===== config.mk =====
export PLATFORM = sky130hd
export DESIGN_NAME = imul_unit
export DESIGN_NICKNAME = d
export VERILOG_FILES = /design/src/rtl/imul_pkg.sv /design/src/rtl/imul_ctrl.sv /design/src/rtl/imul_datapath.sv /design/src/rtl/imul_unit.sv
export SDC_FILE = /design/constraint.sdc
export NUM_CORES = 2
export LEC_CHECK = 0
export ABC_CLOCK_PERIOD_IN_PS = 23900
export BUFFER_PORTS_ARGS = -buffer_cell sky130_fd_sc_hd__buf_2
export CORE_MARGIN = 5
export CORE_UTILIZATION = 45
export CTS_CLUSTER_SIZE = 40
export DETAILED_ROUTE_END_ITERATION = 10
export GPL_TIMING_DRIVEN = 0
export MAX_ROUTING_LAYER = met4
export PLACE_DENSITY = 0.71
export SLEW_MARGIN = 10
export SYNTH_ARGS = -nofsm -noshare
export SYNTH_HDL_FRONTEND = slang
export SYNTH_SLANG_ARGS = --single-unit

===== constraint.sdc =====
create_clock -name clk -period 23.9 [get_ports clk]
set_input_delay 1.195 -clock clk [delete_from_list [all_inputs] [get_ports clk]]
set_output_delay 1.195 -clock clk [all_outputs]
set_load 0.05 [all_outputs]

===== src/rtl/imul_pkg.sv =====
package imul_pkg;

  localparam int unsigned OP_W = 32;

  typedef enum logic [1:0] {
    FN_LOW = 2'b00,
    FN_HSS = 2'b01,
    FN_HSU = 2'b10,
    FN_HUU = 2'b11
  } mulFn_e;

  // strobes from control to datapath
  typedef struct packed {
    logic loadOperands;
    logic loadResult;
    logic signA;
    logic signB;
    logic takeHigh;
  } mulStrobe_t;

endpackage


===== src/rtl/imul_ctrl.sv =====
module imul_ctrl
  import imul_pkg::*;
(
  input  logic       clk,
  input  logic       rst,
  input  logic       inValid,
  input  logic [1:0] fn,
  output logic       inReady,
  output logic       outValid,
  output mulStrobe_t strobe
);

  localparam int unsigned STAGES = 2;

  logic [STAGES-1:0] validPipe;
  logic              accept;

  assign inReady = ~rst;
  assign accept  = inValid & inReady;

  always_ff @(posedge clk) begin
    if (rst) validPipe <= '0;
    else     validPipe <= {validPipe[STAGES-2:0], accept};
  end

  assign outValid = validPipe[STAGES-1];

  always_comb begin
    strobe.loadOperands = accept;
    strobe.loadResult   = validPipe[0];
    strobe.signA        = (fn == FN_HSS) || (fn == FN_HSU);
    strobe.signB        = (fn == FN_HSS);
    strobe.takeHigh     = (fn != FN_LOW);
  end


  latency_two_chk: assert property (@(posedge clk) disable iff (rst)
    (inValid && inReady) |=> ##1 outValid);


  idle_quiet_chk: assert property (@(posedge clk) disable iff (rst)
    !inValid |=> ##1 !outValid);


  reset_clear_chk: assert property (@(posedge clk)
    rst |=> !outValid);


  ready_high_chk: assert property (@(posedge clk)
    !rst |-> inReady);

endmodule


===== src/rtl/imul_datapath.sv =====
module imul_datapath
  import imul_pkg::*;
#(
  parameter int unsigned W = OP_W
)(
  input  logic         clk,
  input  mulStrobe_t   strobe,
  input  logic [W-1:0] opA,
  input  logic [W-1:0] opB,
  output logic [W-1:0] result
);

  localparam int unsigned EXT_W  = W + 1;
  localparam int unsigned PROD_W = 2 * W;

  logic [EXT_W-1:0]  extA, extB;
  logic              highSel;
  logic [PROD_W-1:0] prod;

  // stage 1: widen operands with sign or zero fill
  always_ff @(posedge clk) begin
    if (strobe.loadOperands) begin
      extA    <= {strobe.signA & opA[W-1], opA};
      extB    <= {strobe.signB & opB[W-1], opB};
      highSel <= strobe.takeHigh;
    end
  end

  // signed 33x33 product, the low 64 bits carry every variant
  assign prod = PROD_W'($signed(extA) * $signed(extB));

  // stage 2: keep the selected word
  always_ff @(posedge clk) begin
    if (strobe.loadResult)
      result <= highSel ? prod[PROD_W-1:W] : prod[W-1:0];
  end

endmodule


===== src/rtl/imul_unit.sv =====
module imul_unit
  import imul_pkg::*;
(
  input  logic        clk,
  input  logic        rst,
  input  logic        inValid,
  output logic        inReady,
  input  logic [1:0]  fn,
  input  logic [31:0] opA,
  input  logic [31:0] opB,
  output logic        outValid,
  output logic [31:0] result
);

  mulStrobe_t strobe;

  imul_ctrl u_ctrl (
    .clk      (clk),
    .rst      (rst),
    .inValid  (inValid),
    .fn       (fn),
    .inReady  (inReady),
    .outValid (outValid),
    .strobe   (strobe)
  );

  imul_datapath #(.W(OP_W)) u_dp (
    .clk    (clk),
    .strobe (strobe),
    .opA    (opA),
    .opB    (opB),
    .result (result)
  );


  low_word_chk: assert property (@(posedge clk) disable iff (rst)
    (outValid && $past(fn, 2) == FN_LOW)
      |-> result == 32'($past(opA, 2) * $past(opB, 2)));


  signed_sign_chk: assert property (@(posedge clk) disable iff (rst)
    (outValid && $past(fn, 2) == FN_HSS && $past(opA, 2) != 0 && $past(opB, 2) != 0)
      |-> result[31] == ($past(opA[31], 2) ^ $past(opB[31], 2)));


  unsigned_bound_chk: assert property (@(posedge clk) disable iff (rst)
    (outValid && $past(fn, 2) == FN_HUU) |-> result <= $past(opA, 2));


  mixed_pos_chk: assert property (@(posedge clk) disable iff (rst)
    (outValid && $past(fn, 2) == FN_HSU && !$past(opA[31], 2)) |-> !result[31]);

endmodule


* Word level (Yosys, flattened, before mapping)
Cells that the tools add are included.
Widths: inputs -> output; s select.
** Storage, ports and cells
- Flip-flop bits (word level) :: 101
- Word-level logic and storage cells :: 15
** Cells by class
- $mul :: 1
- Eq/ne operators :: 2
- Mux-type cells :: 1
- Bitwise gates (word level) :: 4
- Reduce and logical (&&, ||, !) cells :: 2
** Operator list (number)
- $mul 33x33->64 :: 1
- $mux 32 :: 1
- $and 1x1->1 :: 3
- $eq 2x1->1 const B :: 1
- $eq 2x2->1 const B :: 1
- $reduce_bool 2->1 :: 1
- $logic_or 1x1->1 :: 1
- $not 1->1 :: 1

* Longest topological paths before layout
- Word-level depth :: 3
- Gate-level depth with buffers :: 30
- Depth with buffers taken out :: 28

* Hierarchy
A second synthesis with hierarchy kept.
** Second synthesis, totals
- Cells, all modules :: 4328
- Area total of the unflattened synthesis :: 41672.5 µm²
** Modules (own cells, without submodules)
- imul_datapath :: times used 1, cells an instance 4316, area each 41566.1 µm², sequential area each 2972.9 µm²
- imul_ctrl :: times used 1, cells an instance 12, area each 106.4 µm², sequential area each 40.0 µm²

* Worst setup path before layout
Ideal clock, no wire load.
- Kind :: reg2reg
- From :: reg u_dp.extA[32]
- To :: reg u_dp.result[31] (data pin)
- Library setup time :: 0.260 ns
- Data arrival time :: 7.683 ns
- Data required time :: 23.640 ns
- Path slack :: 15.957 ns
- Cell stages (with the launch flop) :: 30
- Path through :: edfxtp_1 > clkbuf_1 > nand2_1 > inv_1 > fa_1 > inv_1 > fa_1 > inv_1 > fa_1 > inv_1 > fa_1 > fa_1 > inv_1 > fa_1 > inv_1 > fa_1 > fa_1 > inv_1 > ha_1 > clkbuf_1 > inv_1 > o21bai_1 > a21o_1 > a21o_1 > a21o_1 > a21oi_1 > o21bai_1 > a22oi_1 > nand3b_1 > mux2_2
** On the way
- Word-level cells in the longest chain between the ends :: 2
** Ends and longest elaborated chain
- from (decl) :: RTL line imul_datapath.sv:16 : logic [EXT_W-1:0] extA, extB;
- from (signal assigned) :: RTL line imul_datapath.sv:23 : extA <= {strobe.signA & opA[W-1], opA};
- $mul 33x33->64 :: RTL line imul_datapath.sv:30 : assign prod = PROD_W'($signed(extA) * $signed(extB));
- $mux 32 :: RTL line imul_datapath.sv:35 : result <= highSel ? prod[PROD_W-1:W] : prod[W-1:0];
- to (signal assigned) :: RTL line imul_datapath.sv:35
- to (decl) :: RTL line imul_datapath.sv:10 : output logic [W-1:0] result
No other way between the ends.
A chain may end at the register's enable or synchronous reset.

* Worst setup path after layout
- From :: reg u_dp.extB[6]
- To :: reg u_dp.result[28] (data pin)
** On the way
- Word-level cells in the longest chain between the ends :: 2
** Ends and longest elaborated chain
- from (decl) :: RTL line imul_datapath.sv:16
- from (signal assigned) :: RTL line imul_datapath.sv:24 : extB <= {strobe.signB & opB[W-1], opB};
- $mul 33x33->64 :: RTL line imul_datapath.sv:30
- $mux 32 :: RTL line imul_datapath.sv:35
No other way between the ends.

==> flow_summary.rst <==
.. list-table::
   :header-rows: 1

   * - Metric
     - Value
   * - Result of the run
     - complete, no violations
   * - First-pass GRT wire length
     - 230,700 µm
   * - Top fanout value on the critical path
     - 11
   * - Area grow syn2layout
     - 5.958%
   * - Origin of the critical flop-to-flop path
     - u_dp.extB[6]$_DFFE_PP_
   * - Cell count after synthesis
     - 4,328
   * - #FFs+latches synth
     - 101
   * - Post-synth EDFFs
     - 99
   * - Initial detailed-routing violation count
     - 3,225
   * - Starting Density
     - 45.47%
   * - Unrepaired setup endpoints after global routing
     - false
   * - Most used DFF post-synth
     - edfxtp_1
   * - Time the final worst path needs with I/O delays and setup
     - 10,140 ps
   * - Count of port buffers added during placement
     - 102
   * - Nature of the critical path endpoint
     - register
   * - Row Count
     - 111
   * - Number of hold buffers added after cts
     - 0
   * - DIE WIDTH
     - 314.8 µm
   * - TNS Setup
     - 0 ps
   * - Number of stages on the worst hold path
     - 0
   * - Layout cell share with drive strength beyond 1
     - 3.664%
   * - Number of levels the H-tree was split into
     - 3
   * - Cell types with the largest area share after synthesis
     - fa_1 54%, inv_1 9.9%, and2_1 8.1%, edfxtp_1 7.1%, ha_1 6.4%
   * - Pin count of the biggest net entering global routing
     - 34
   * - Cell type contributing the most total cell area after synthesis
     - fa_1
   * - Most common library cells after synthesis
     - 1,125 x fa_1, 1,107 x inv_1, 572 x nand2_1
   * - Clock transition at the registers of the reported paths
     - 90 ps
   * - Highest clock rate
     - 0.09864 GHz
   * - Number of failing setup endpoints in the final timing report
     - 0
   * - Filler Cell Count
     - 8,849
   * - YS warnings
     - 0
   * - Setup slack, reg-to-reg
     - 13,760 ps
   * - Die area
     - 99,100 µm²
   * - Post-route ant nets
     - 0
   * - Library cell used as clock root buffer
     - clkbuf_16
   * - Via count of the first global-routing pass
     - 33,493
   * - Average wire per cell in the routed design
     - 28.02 µm
   * - Final cycle utilization of the critical path
     - 42.42%
   * - Clock tree from TritonCTS
     - yes
   * - Worst setup path startpoint
     - u_dp.extB[6]$_DFFE_PP_
   * - Average cell area after synthesis
     - 9.660 µm²
   * - Share of synthesized area occupied by flip-flops and latches
     - 7.207%
   * - Drt total wl
     - 159,800 µm
   * - Timing endpoint of the critical path
     - u_dp.result[28]$_DFFE_PP_
   * - Placed wire-length estimate
     - 135,900 µm
   * - Area share of the leading cell type in the synthesized netlist
     - 53.87%
   * - Count of cells along the worst register-to-register path
     - 26
   * - Overall fraction of global-route tracks in use
     - 33.96%
   * - Setup Crit Path Kind
     - register to register
   * - Share of flip-flops with an asynchronous set or reset
     - 0%
   * - Count of cell types in the netlist
     - 70
   * - Area of the multi-input gates
     - 33,810 µm²
   * - Maximum clock skew at final layout
     - 12.32 ps
   * - WP data arrival
     - 10,330 ps
   * - Quantity of gates resized following cts
     - 0
   * - Crit path launch type
     - register
   * - Number of buffers inserted by post-CTS setup repair
     - 0
   * - Slew Viols, Final
     - 0
   * - Clock Path Buffers
     - 2
   * - Hold_ws
     - 836.2 ps
   * - Area of the core
     - 91,940 µm²
   * - Combined area of all synthesized cells
     - 41,810 µm²
   * - Overflow after GRT
     - 0
   * - Worst hold path type
     - register to register
   * - Vias after detailed routing
     - 31,264
   * - Most numerous cell in the Yosys netlist
     - fa_1
   * - Slew margin rel.
     - 4.104%
   * - Final hold violation count
     - 0
   * - Final RePlAce weighted congestion
     - 1.046
   * - DR DRC count
     - 0
   * - Number of max-capacitance violations reported
     - 0
   * - Number of nets produced by synthesis
     - 5,736
   * - Detailed Routing Iterations Pass 1
     - 6
   * - Die Height
     - 314.8 µm
   * - Register Area
     - 3014 µm²
   * - DR vias/cell
     - 5.483
   * - Actual slew at the worst max-slew pin
     - 1438 ps
   * - Initial antenna violation count
     - 18
   * - Worst reg2reg path endpoint
     - u_dp.result[28]$_DFFE_PP_
   * - Number of buffers created by CTS
     - 9
   * - Required time at the endpoint of the critical path
     - 24,090 ps
   * - Number of primary I/O pins
     - 103
   * - Final-stage net count
     - 5,852
   * - Latest clock arrival within the worst-skew pair
     - 450 ps
   * - CTS Sinks
     - 101
-- layer usage --
| layer | vias up | GRT usage, % | routed length [µm] |
|---|---|---|---|
| met2 | 1790 | 50.60 | 71470 |
| met3 | 453 | 7.540 | 15590 |
| met4 | 0 | 20.15 | 12610 |
| met5 | - | - | 0 |
| li1 | 12671 | - | - |
| met1 | 16350 | 42.79 | 60120 |
-- cells by family (layout without fill, tap and decap cells) --
group,Yosys count,count (layout),share of synthesized area [%]
compound gates,228,228,3.792
fa+ha+maj,1339,1339,60.27
flops,101,101,7.207
simple gates,1250,1250,15.02
xor+xnor,68,68,1.425
buf+inv,1329,1450,11.95
other cells,0,10,0
mux,13,13,0.3352
-- worst max-delay path, stage by stage (launching register included) --
cell	delay (ps)
edfxtp_1	600
clkbuf_1	680
nand2_1	270
inv_1	150
fa_1	390
inv_1	260
fa_1	520
inv_1	250
fa_1	550
fa_1	750
inv_1	390
fa_1	600
inv_1	60
fa_1	490
fa_1	490
inv_1	50
fa_1	660
inv_1	90
ha_1	420
nand3_1	160
nor3_1	360
nand2_1	260
or2_2	370
o311a_1	410
o31ai_4	320
a2111o_1	190
nand4_1	100
-- worst min path at each step --
stage                                   start                        end  slack (ps)
2_1_floorplan          u_dp.extB[0]$_DFFE_PP_   u_dp.result[0]$_DFFE_PP_         650
3_3_place_gp           u_dp.highSel$_DFFE_PP_  u_dp.result[16]$_DFFE_PP_         830
3_5_place_dp   u_ctrl.validPipe[0]$_SDFF_PP0_  u_dp.result[18]$_DFFE_PP_         830
4_1_cts        u_ctrl.validPipe[0]$_SDFF_PP0_  u_dp.result[25]$_DFFE_PP_         850
5_1_grt                u_dp.highSel$_DFFE_PP_  u_dp.result[16]$_DFFE_PP_         890
6_report       u_ctrl.validPipe[0]$_SDFF_PP0_  u_dp.result[18]$_DFFE_PP_         840
-- layout by cell type, fill, tap and decap left out, types with 15 or more instances in the layout --
master | synthesis | routed
a21o_1 | 34 | 34
a21oi_1 | 64 | 64
a31oi_1 | 15 | 15
and2_1 | 541 | 541
buf_2 | 5 | 107
clkbuf_1 | 212 | 211
edfxtp_1 | 99 | 99
fa_1 | 1125 | 1124
ha_1 | 214 | 214
inv_1 | 1107 | 1107
nand2_1 | 572 | 572
nor2_1 | 44 | 44
nor2b_1 | 28 | 27
o21ai_0 | 44 | 44
xnor2_1 | 49 | 49
xor2_1 | 19 | 19
-- stage by stage --
step                      setup slack, ps  instances  utilization (%)  area [µm²]
after global routing                13530       5698            48.17       44290
after global placement              13840       5673            47.72       43870
after detailed placement            13880       5676            47.80       43950
after CTS                           13890       5692            48.15       44270
after floorplan                     15960       4328                -       41810
final                               13760       5702            48.18       44300
-- registers in the layout, indices dropped and copies added (netlist names) --
name and cells:
u_dp.extA 33, u_ctrl.validPipe 2, u_dp.highSel 1, u_dp.result 32, u_dp.extB 33
-- final cells by class --
cell class | instances | share of cell area (%)
inverter | 1108 | 9.389
timing repair buffer | 105 | 1.288
buffer | 221 | 1.890
clock inverter | 7 | 0.2316
tap | 1243 | 3.511
antenna | 10 | 0.05649
multi-input combinational | 2898 | 76.32
clock buffer | 9 | 0.5084
sequential | 101 | 6.804
Power is not shown: default switching activity piles up to over one toggle a cycle in this logic, so the estimate is an artifact.
